**src/rtl/coh_dir_pkg.sv**
```systemverilog
// Shared encodings for the coherence directory.
package coh_dir_pkg;

    // Request opcodes seen on req_op.
    typedef enum logic [1:0] {
        OP_READ  = 2'd0,
        OP_WRITE = 2'd1,
        OP_EVICT = 2'd2,
        OP_NONE  = 2'd3
    } dir_op_e;

    // Directory entry state.
    typedef enum logic [1:0] {
        ST_INV = 2'd0,
        ST_SHR = 2'd1,
        ST_MOD = 2'd2
    } dir_state_e;

    // Permission given with an acknowledge.
    typedef enum logic [1:0] {
        GR_SHARED = 2'd0,
        GR_EXCL   = 2'd1,
        GR_MOD    = 2'd2
    } dir_grant_e;

endpackage

```
**src/rtl/coh_dir_store.sv**
```systemverilog
// Entry storage: SETS x WAYS entries of state, tag and holder vector.
// Assumes one read set and at most one written entry per clock; the write
// becomes visible to the lookup of the following clock.
module coh_dir_store #(
    parameter int SETS     = 4,
    parameter int WAYS     = 2,
    parameter int TAG_W    = 10,
    parameter int N_CACHES = 4,
    parameter int SET_W    = 2,
    parameter int WAY_W    = 1
) (
    input  logic                              clk,
    input  logic                              rst_n,
    input  logic [SET_W-1:0]                  rd_set,
    output logic [WAYS-1:0][1:0]              rd_state,
    output logic [WAYS-1:0][TAG_W-1:0]        rd_tag,
    output logic [WAYS-1:0][N_CACHES-1:0]     rd_shr,
    input  logic                              wr_en,
    input  logic [SET_W-1:0]                  wr_set,
    input  logic [WAY_W-1:0]                  wr_way,
    input  logic [1:0]                        wr_state,
    input  logic [TAG_W-1:0]                  wr_tag,
    input  logic [N_CACHES-1:0]               wr_shr
);
    import coh_dir_pkg::*;

    logic [1:0]          st_q  [SETS][WAYS];
    logic [TAG_W-1:0]    tag_q [SETS][WAYS];
    logic [N_CACHES-1:0] shr_q [SETS][WAYS];

    // Update the single addressed entry, clear everything on reset.
    always_ff @(posedge clk) begin
        for (int s = 0; s < SETS; s++) begin
            for (int w = 0; w < WAYS; w++) begin
                if (!rst_n) begin
                    st_q[s][w]  <= ST_INV;
                    tag_q[s][w] <= '0;
                    shr_q[s][w] <= '0;
                end else if (wr_en && wr_set == SET_W'(s) && wr_way == WAY_W'(w)) begin
                    st_q[s][w]  <= wr_state;
                    tag_q[s][w] <= wr_tag;
                    shr_q[s][w] <= wr_shr;
                end
            end
        end
    end

    // Present every way of the looked-up set.
    always_comb begin
        for (int w = 0; w < WAYS; w++) begin
            rd_state[w] = st_q[rd_set][w];
            rd_tag[w]   = tag_q[rd_set][w];
            rd_shr[w]   = shr_q[rd_set][w];
        end
    end

endmodule

```
**src/rtl/coh_dir_way_sel.sv**
```systemverilog
// Tag compare and allocation choice for one set.
// Assumes at most one valid way holds a given tag.
module coh_dir_way_sel #(
    parameter int WAYS  = 2,
    parameter int TAG_W = 10,
    parameter int WAY_W = 1
) (
    input  logic [WAYS-1:0][1:0]       rd_state,
    input  logic [WAYS-1:0][TAG_W-1:0] rd_tag,
    input  logic [TAG_W-1:0]           lk_tag,
    input  logic [WAY_W-1:0]           rr_way,
    output logic                       hit,
    output logic [WAY_W-1:0]           hit_way,
    output logic [WAY_W-1:0]           alloc_way,
    output logic                       alloc_displaces
);
    import coh_dir_pkg::*;

    logic [WAYS-1:0] hit_vec;
    logic [WAYS-1:0] free_vec;

    // Per-way match and emptiness flags.
    for (genvar w = 0; w < WAYS; w++) begin : g_way
        assign hit_vec[w]  = (rd_state[w] != ST_INV) && (rd_tag[w] == lk_tag);
        assign free_vec[w] = (rd_state[w] == ST_INV);
    end

    // Encode the hitting way and the lowest free way.
    always_comb begin
        logic [WAY_W-1:0] first_free;
        hit_way    = '0;
        first_free = '0;
        for (int w = WAYS - 1; w >= 0; w--) begin
            if (hit_vec[w])  hit_way    = WAY_W'(w);
            if (free_vec[w]) first_free = WAY_W'(w);
        end
        hit             = |hit_vec;
        alloc_displaces = ~|free_vec;
        alloc_way       = alloc_displaces ? rr_way : first_free;
    end

endmodule

```
**src/rtl/coh_dir_rr.sv**
```systemverilog
// Per-set round-robin displacement pointer, starting at way 0.
module coh_dir_rr #(
    parameter int SETS  = 4,
    parameter int WAYS  = 2,
    parameter int SET_W = 2,
    parameter int WAY_W = 1
) (
    input  logic             clk,
    input  logic             rst_n,
    input  logic [SET_W-1:0] rd_set,
    output logic [WAY_W-1:0] rr_way,
    input  logic             adv,
    input  logic [SET_W-1:0] adv_set
);
    logic [WAY_W-1:0] ptr_q [SETS];

    // Step the pointer of a set each time one of its entries is displaced.
    always_ff @(posedge clk) begin
        for (int s = 0; s < SETS; s++) begin
            if (!rst_n) begin
                ptr_q[s] <= '0;
            end else if (adv && adv_set == SET_W'(s)) begin
                ptr_q[s] <= (ptr_q[s] == WAY_W'(WAYS - 1)) ? '0 : ptr_q[s] + 1'b1;
            end
        end
    end

    // Pointer of the set under lookup.
    assign rr_way = ptr_q[rd_set];

endmodule

```
**src/rtl/coh_dir_policy.sv**
```systemverilog
// Protocol decision: from the request and the matched entry, compute the
// entry update and every outgoing message. Purely combinational.
// Assumes entry fields are meaningful only when hit is high.
module coh_dir_policy #(
    parameter int N_CACHES = 4,
    parameter int ID_W     = 2
) (
    input  logic                go,
    input  logic [1:0]          op,
    input  logic [ID_W-1:0]     req_id,
    input  logic                hit,
    input  logic [1:0]          ent_state,
    input  logic [N_CACHES-1:0] ent_shr,
    output logic                upd,
    output logic                alloc,
    output logic [1:0]          new_state,
    output logic [N_CACHES-1:0] new_shr,
    output logic                ack_v,
    output logic [1:0]          grant,
    output logic                mem_rd,
    output logic                snp_v,
    output logic                snp_w,
    output logic [N_CACHES-1:0] snp_mask,
    output logic [ID_W-1:0]     snp_src
);
    import coh_dir_pkg::*;

    logic [N_CACHES-1:0] req_bit;
    logic [N_CACHES-1:0] others;
    logic                have_others;
    logic [ID_W-1:0]     supplier;

    assign req_bit     = N_CACHES'(1) << req_id;
    assign others      = ent_shr & ~req_bit;
    assign have_others = hit && (others != '0);

    // Lowest-numbered other holder supplies the data.
    always_comb begin
        supplier = '0;
        for (int i = N_CACHES - 1; i >= 0; i--) begin
            if (others[i]) supplier = ID_W'(i);
        end
    end

    // Decide update and messages for each opcode.
    always_comb begin
        upd       = 1'b0;
        alloc     = 1'b0;
        new_state = ent_state;
        new_shr   = ent_shr;
        ack_v     = 1'b0;
        grant     = GR_SHARED;
        mem_rd    = 1'b0;
        snp_v     = 1'b0;
        snp_w     = 1'b0;
        snp_mask  = '0;
        snp_src   = '0;
        if (go) begin
            case (op)
                OP_READ: begin
                    ack_v = 1'b1;
                    upd   = 1'b1;
                    if (have_others) begin
                        snp_v     = 1'b1;
                        snp_mask  = N_CACHES'(1) << supplier;
                        snp_src   = supplier;
                        grant     = GR_SHARED;
                        new_shr   = ent_shr | req_bit;
                        new_state = ST_SHR;
                    end else begin
                        mem_rd    = 1'b1;
                        alloc     = !hit;
                        grant     = GR_EXCL;
                        new_shr   = req_bit;
                        new_state = ST_MOD;
                    end
                end
                OP_WRITE: begin
                    ack_v     = 1'b1;
                    upd       = 1'b1;
                    alloc     = !hit;
                    grant     = GR_MOD;
                    new_shr   = req_bit;
                    new_state = ST_MOD;
                    if (have_others) begin
                        snp_v    = 1'b1;
                        snp_w    = 1'b1;
                        snp_mask = others;
                        snp_src  = supplier;
                    end else begin
                        mem_rd = 1'b1;
                    end
                end
                OP_EVICT: begin
                    if (hit) begin
                        upd       = 1'b1;
                        new_shr   = others;
                        new_state = (others == '0) ? ST_INV : ent_state;
                    end
                end
                default: begin
                end
            endcase
        end
    end

endmodule

```
**src/rtl/coh_dir_top.sv**
```systemverilog
// Coherence directory: set-associative entry store, protocol decision and
// registered message outputs. One request per clock; all messages for a
// request appear together on the following clock for exactly one clock.
module coh_dir_top #(
    parameter int N_CACHES = 4,
    parameter int ADDR_W   = 12,
    parameter int SETS     = 4,
    parameter int WAYS     = 2
) (
    input  logic                        clk,
    input  logic                        rst_n,
    input  logic                        req_valid,
    input  logic [1:0]                  req_op,
    input  logic [$clog2(N_CACHES)-1:0] req_cache,
    input  logic [ADDR_W-1:0]           req_addr,
    output logic                        ack_valid,
    output logic [$clog2(N_CACHES)-1:0] ack_cache,
    output logic [1:0]                  ack_grant,
    output logic [ADDR_W-1:0]           rsp_addr,
    output logic                        mem_rd_valid,
    output logic                        snp_valid,
    output logic                        snp_write,
    output logic [N_CACHES-1:0]         snp_mask,
    output logic [$clog2(N_CACHES)-1:0] snp_src,
    output logic                        vic_valid,
    output logic [ADDR_W-1:0]           vic_addr,
    output logic [N_CACHES-1:0]         vic_mask
);
    import coh_dir_pkg::*;

    localparam int ID_W  = $clog2(N_CACHES);
    localparam int SET_W = $clog2(SETS);
    localparam int WAY_W = $clog2(WAYS);
    localparam int TAG_W = ADDR_W - SET_W;

    logic [SET_W-1:0]              set_idx;
    logic [TAG_W-1:0]              lk_tag;
    logic [WAYS-1:0][1:0]          rd_state;
    logic [WAYS-1:0][TAG_W-1:0]    rd_tag;
    logic [WAYS-1:0][N_CACHES-1:0] rd_shr;
    logic [WAY_W-1:0]              rr_way, hit_way, alloc_way, sel_way;
    logic                          hit, alloc_displaces;
    logic                          go;
    logic                          upd, alloc;
    logic [1:0]                    new_state, grant;
    logic [N_CACHES-1:0]           new_shr, p_snp_mask;
    logic                          p_ack, p_mem, p_snp, p_snp_w;
    logic [ID_W-1:0]               p_snp_src;
    logic                          p_vic;

    assign set_idx = req_addr[SET_W-1:0];
    assign lk_tag  = req_addr[ADDR_W-1:SET_W];
    assign go      = req_valid && (req_op != OP_NONE);
    assign sel_way = hit ? hit_way : alloc_way;
    assign p_vic   = alloc && alloc_displaces;

    coh_dir_store #(
        .SETS(SETS), .WAYS(WAYS), .TAG_W(TAG_W), .N_CACHES(N_CACHES),
        .SET_W(SET_W), .WAY_W(WAY_W)
    ) store_i (
        .clk(clk), .rst_n(rst_n), .rd_set(set_idx),
        .rd_state(rd_state), .rd_tag(rd_tag), .rd_shr(rd_shr),
        .wr_en(upd), .wr_set(set_idx), .wr_way(sel_way),
        .wr_state(new_state), .wr_tag(lk_tag), .wr_shr(new_shr)
    );

    coh_dir_rr #(
        .SETS(SETS), .WAYS(WAYS), .SET_W(SET_W), .WAY_W(WAY_W)
    ) rr_i (
        .clk(clk), .rst_n(rst_n), .rd_set(set_idx), .rr_way(rr_way),
        .adv(p_vic), .adv_set(set_idx)
    );

    coh_dir_way_sel #(
        .WAYS(WAYS), .TAG_W(TAG_W), .WAY_W(WAY_W)
    ) sel_i (
        .rd_state(rd_state), .rd_tag(rd_tag), .lk_tag(lk_tag), .rr_way(rr_way),
        .hit(hit), .hit_way(hit_way), .alloc_way(alloc_way),
        .alloc_displaces(alloc_displaces)
    );

    coh_dir_policy #(
        .N_CACHES(N_CACHES), .ID_W(ID_W)
    ) pol_i (
        .go(go), .op(req_op), .req_id(req_cache), .hit(hit),
        .ent_state(rd_state[hit_way]), .ent_shr(rd_shr[hit_way]),
        .upd(upd), .alloc(alloc), .new_state(new_state), .new_shr(new_shr),
        .ack_v(p_ack), .grant(grant), .mem_rd(p_mem), .snp_v(p_snp),
        .snp_w(p_snp_w), .snp_mask(p_snp_mask), .snp_src(p_snp_src)
    );

    // Register all messages of the current request for one clock.
    always_ff @(posedge clk) begin
        if (!rst_n) begin
            ack_valid    <= 1'b0;
            ack_cache    <= '0;
            ack_grant    <= '0;
            rsp_addr     <= '0;
            mem_rd_valid <= 1'b0;
            snp_valid    <= 1'b0;
            snp_write    <= 1'b0;
            snp_mask     <= '0;
            snp_src      <= '0;
            vic_valid    <= 1'b0;
            vic_addr     <= '0;
            vic_mask     <= '0;
        end else begin
            ack_valid    <= p_ack;
            ack_cache    <= p_ack ? req_cache : '0;
            ack_grant    <= p_ack ? grant : '0;
            rsp_addr     <= p_ack ? req_addr : '0;
            mem_rd_valid <= p_mem;
            snp_valid    <= p_snp;
            snp_write    <= p_snp_w;
            snp_mask     <= p_snp_mask;
            snp_src      <= p_snp_src;
            vic_valid    <= p_vic;
            vic_addr     <= p_vic ? {rd_tag[alloc_way], set_idx} : '0;
            vic_mask     <= p_vic ? rd_shr[alloc_way] : '0;
        end
    end

endmodule

```
**config.mk**
```make
export PLATFORM = sky130hd
export DESIGN_NAME = coh_dir_top
export DESIGN_NICKNAME = d
export VERILOG_FILES = /design/src/rtl/coh_dir_pkg.sv /design/src/rtl/coh_dir_store.sv /design/src/rtl/coh_dir_way_sel.sv /design/src/rtl/coh_dir_rr.sv /design/src/rtl/coh_dir_policy.sv /design/src/rtl/coh_dir_top.sv
export SDC_FILE = /design/constraint.sdc
export NUM_CORES = 1
export LEC_CHECK = 0
export CAP_MARGIN = 30
export CORE_MARGIN = 5
export CORE_UTILIZATION = 54
export CTS_BUF_LIST = sky130_fd_sc_hd__clkbuf_8
export CTS_CLUSTER_DIAMETER = 50
export DETAILED_ROUTE_END_ITERATION = 16
export GPL_TIMING_DRIVEN = 0
export HOLD_SLACK_MARGIN = 0.06
export PLACE_DENSITY = 0.78
export SETUP_SLACK_MARGIN = 0.2
export SYNTH_ARGS = -nofsm -noshare
export SYNTH_HDL_FRONTEND = slang
export SYNTH_SLANG_ARGS = --single-unit
export TNS_END_PERCENT = 20
```
**constraint.sdc**
```tcl
create_clock -name clk -period 4.7 [get_ports clk]
set_clock_uncertainty 0.15 [all_clocks]
set_input_delay 0.705 -clock clk [delete_from_list [all_inputs] [get_ports clk]]
set_output_delay 0.705 -clock clk [all_outputs]
set_load 0.03 [all_outputs]
```
==> impl_results.md <==
- Mapped cell area: 7750 um^2
- Final #Nets: 716
- Worst Setup SP: req_addr[1]
- Hold Vio Cnt, Final: 0
- Cell leakage power: 3.29 nW
- Tcrit/Tclk final: 0.957
- Count of final setup violators: 0
- I/O Buffers: 59
- Synthesis-to-finish area growth: 19.6%
- DRT iter0 DRCs: 784
- Crit-path max FO: 10
- Filler instances: 987
- Critical Path Sink Type: flip-flop
- Post-synth EDFFs: 131
- Clock-pin slew on the worst setup and hold paths: 100 ps
- Core area: 14000 um^2
- Count leader, synth: edfxtp_1
- Worst Tran Pin Value: 944 ps
- Die Y: 130 um
- Cts bufs inserted: 17
- WL/cell: 22.5 um
- # rows: 43
- DRC Markers: 0
- Placed insts: 850
- Die area: 16900 um^2
- Post-placement setup slack: -1050 ps
- Required time of the critical path: 4770 ps
- Top_reg_cell synth: edfxtp_1
- RSZ-0062 raised after global routing: yes
- Max Buffers Root-to-Sink: 2
- Top Metal Used: met4
- PwrDens: 343 nW/um^2
- Clock sinks: 175
- WL met1: 7670 um
- Initial antenna violation count: 0
- Number of diodes: 0
- Synth unique cells: 55
- Post-Synthesis Cells: 603
- Delay-heaviest family, CP: buffers and inverters
- Register area share after synthesis: 0.621
- Crit-path most repeated cell: buf_2
- Met3 wire length: 2300 um
- Max cap viols: 0
- # IOs: 62
- DR WL met2: 9490 um
- Rel. slew slack: 0.371
- Fmax: 222 MHz
- Final WS setup: 200 ps
- CP Class: input port to flip-flop
- CTS Root Cell: clkbuf_8
- WP data arrival: 4570 ps
- Worst reg2reg path startpoint: store_i.tag_q[3][9]
- Non-filler instance count after layout: 890
- TritonCTS clock tree: yes
- Largest net degree at the start of global routing: 17
- Worst vdd ir: 0.000216 V
- GRT Residual Overflow: 0
- Layout cells sized above 1: 0.169
- Worst Reg-to-Reg Cells: 9
- CTS Hold Bufs: 0
- CP endpoint: store_i.tag_q[1][10]
- Vias per inst: 6.17
- Post-DP HPWL: 14100 um
- Number of synthesized register bits: 175
- Area of the multi-input gates: 2830 um^2
- Synth async-reset ratio: 0
- Sequential Area: 4810 um^2
- Final wirelength: 20000 um
- Synth area leader: edfxtp_1
- Number of cells on the critical path: 11
- YS warnings: 0
- H-tree levels: 4
- Die W: 130 um
- Final Max Slew Viols: 0
- Crit-path cells: clkdlybuf4s50_1 -> buf_2 -> mux4_2 -> xnor2_1 -> nand2_1 -> a2111oi_4 -> a21boi_1 -> nor2b_2 -> o211ai_1 -> buf_2 -> nor2_1
- DR pass1 iterations: 7
- Min cycle time layout: 4500 ps
- Top cells by area, synth: edfxtp_1 51%, dfxtp_1 11%, mux4_2 8.4%
- Post-synth top area share: 0.508
- Slowest cell on the critical path: clkdlybuf4s50_1
- Routability congestion estimate: 0.904
- Critical Path Source Type: input port
- Buffer and inverter count on the worst path: 3
- Global-route wire length before repair: 30900 um
- R2r endpoint: store_i.tag_q[1][10]
- Synth Net Count: 622
- Worst hold path class: flip-flop to flip-flop
- Run status: complete, no violations
- Latest clock arrival within the worst-skew pair: 480 ps
- Antenna viol nets, final: 0
- Mean Syn Cell Area: 12.9 um^2
- Synth top cells by count: 131 x edfxtp_1, 125 x nor2_1, 44 x dfxtp_1
- Worst stage delay on the critical path: 680 ps
- Initial Util: 0.554
- Vias in the first global route: 5272
- GRT Total Usage: 0.249
- Vias: 5492
- Reg-to-reg slack, setup: 800 ps
how the worst min path moves through the flow:
stage | from | endpoint | slack, ps | cells past startpoint
finish | rr_i.ptr_q[1] | rr_i.ptr_q[1] | 440 | 1
global placement | rr_i.ptr_q[3] | rr_i.ptr_q[3] | 400 | 1
CTS | rr_i.ptr_q[1] | rr_i.ptr_q[1] | 420 | 1
global route | rr_i.ptr_q[1] | rr_i.ptr_q[1] | 440 | 1
floorplan | rr_i.ptr_q[1] | rr_i.ptr_q[1] | 380 | 1
detailed placement | rr_i.ptr_q[1] | rr_i.ptr_q[1] | 410 | 1
metrics by stage:
| stage | power [W] | hold WS, ps | setup TNS [ps] | instance area, um^2 | util |
|---|---|---|---|---|---|
| after floorplan | 0.00200 | 384 | -753 | 7750 | - |
| after global placement | 0.00212 | 400 | -331200 | 8570 | 0.612 |
| after detailed placement | 0.00215 | 409 | -163910 | 8710 | 0.623 |
| after CTS | 0.00317 | 422 | 0 | 9220 | 0.659 |
| after global routing | 0.00327 | 440 | 0 | 9270 | 0.663 |
| final | 0.00318 | 438 | 0 | 9270 | 0.663 |
layer usage:
metal | GRT usage | up-vias
met4 | 0.0996 | 0
li1 | - | 2402
met2 | 0.381 | 371
met5 | 0 | -
met3 | 0.0585 | 49
met1 | 0.349 | 2670
layout by cell type, fill, tap and decap left out, drive strengths merged, types with 6 or more instances in the layout:
master           n
xnor2           23
clkdlybuf4s50   59
nor3b            9
nand4            6
dfxtp           44
clkinv          10
nand3            7
nor3             6
inv             15
o21ai           18
nor2           125
nand2           16
edfxtp         131
clkbuf          37
a21oi           39
mux2i           29
nor2b           11
buf             31
mux4            29
flip-flops by register name, indices dropped and copies added (netlist names), 2 cells and up:
signal         flops
store_i.tag_q     80
snp_src            2
vic_addr          12
vic_mask           4
rsp_addr          12
store_i.shr_q     32
ack_grant          2
store_i.st_q      16
ack_cache          2
snp_mask           4
rr_i.ptr_q         4
worst reg2reg max path: stages (launching register included):
cell       delay, ps
edfxtp_1         370
mux4_2           560
xnor2_1          160
a2111o_1         400
a2111oi_4        410
a21boi_1         160
nor2b_2          220
o211ai_1         670
buf_2            430
nor2_1            90
area by class of cell:
class,instances,area share
sequential,175,0.520
multi-input combinational,377,0.306
timing repair buffer,75,0.0828
clock buffer,17,0.0252
tap,180,0.0243
buffer,35,0.0193
clock inverter,15,0.0169
inverter,16,0.00648
cells by family after synthesis:
| group | count (synthesis) | share of synthesized area |
|---|---|---|
| and+or+nand+nor | 205 | 0.122 |
| xor gates and xnor gates | 23 | 0.0260 |
| AOI/OAI and AO/OA | 88 | 0.0749 |
| buffers and inverters | 51 | 0.0302 |
| DFF | 175 | 0.621 |
| muxes | 61 | 0.126 |
report_power, final:
part	leakage, nW	internal [W]	total (W)	switching (W)
clock network	0.191	0.000477	0.00104	0.000563
logic	1.39	0.000157	0.000406	0.000249
registers	1.71	0.00171	0.00173	0.0000160
repair_timing:
item | 4_1_cts | 5_1_grt
endpoints found under the setup margin | 258 | 192
endpoints found under the hold margin | 0 | 0
gates cloned | 0 | 0
pin swaps | 2 | 2
resized for setup | 15 | 4
buffers inserted | 4 | 4
Power figures use the tool's default switching activity.
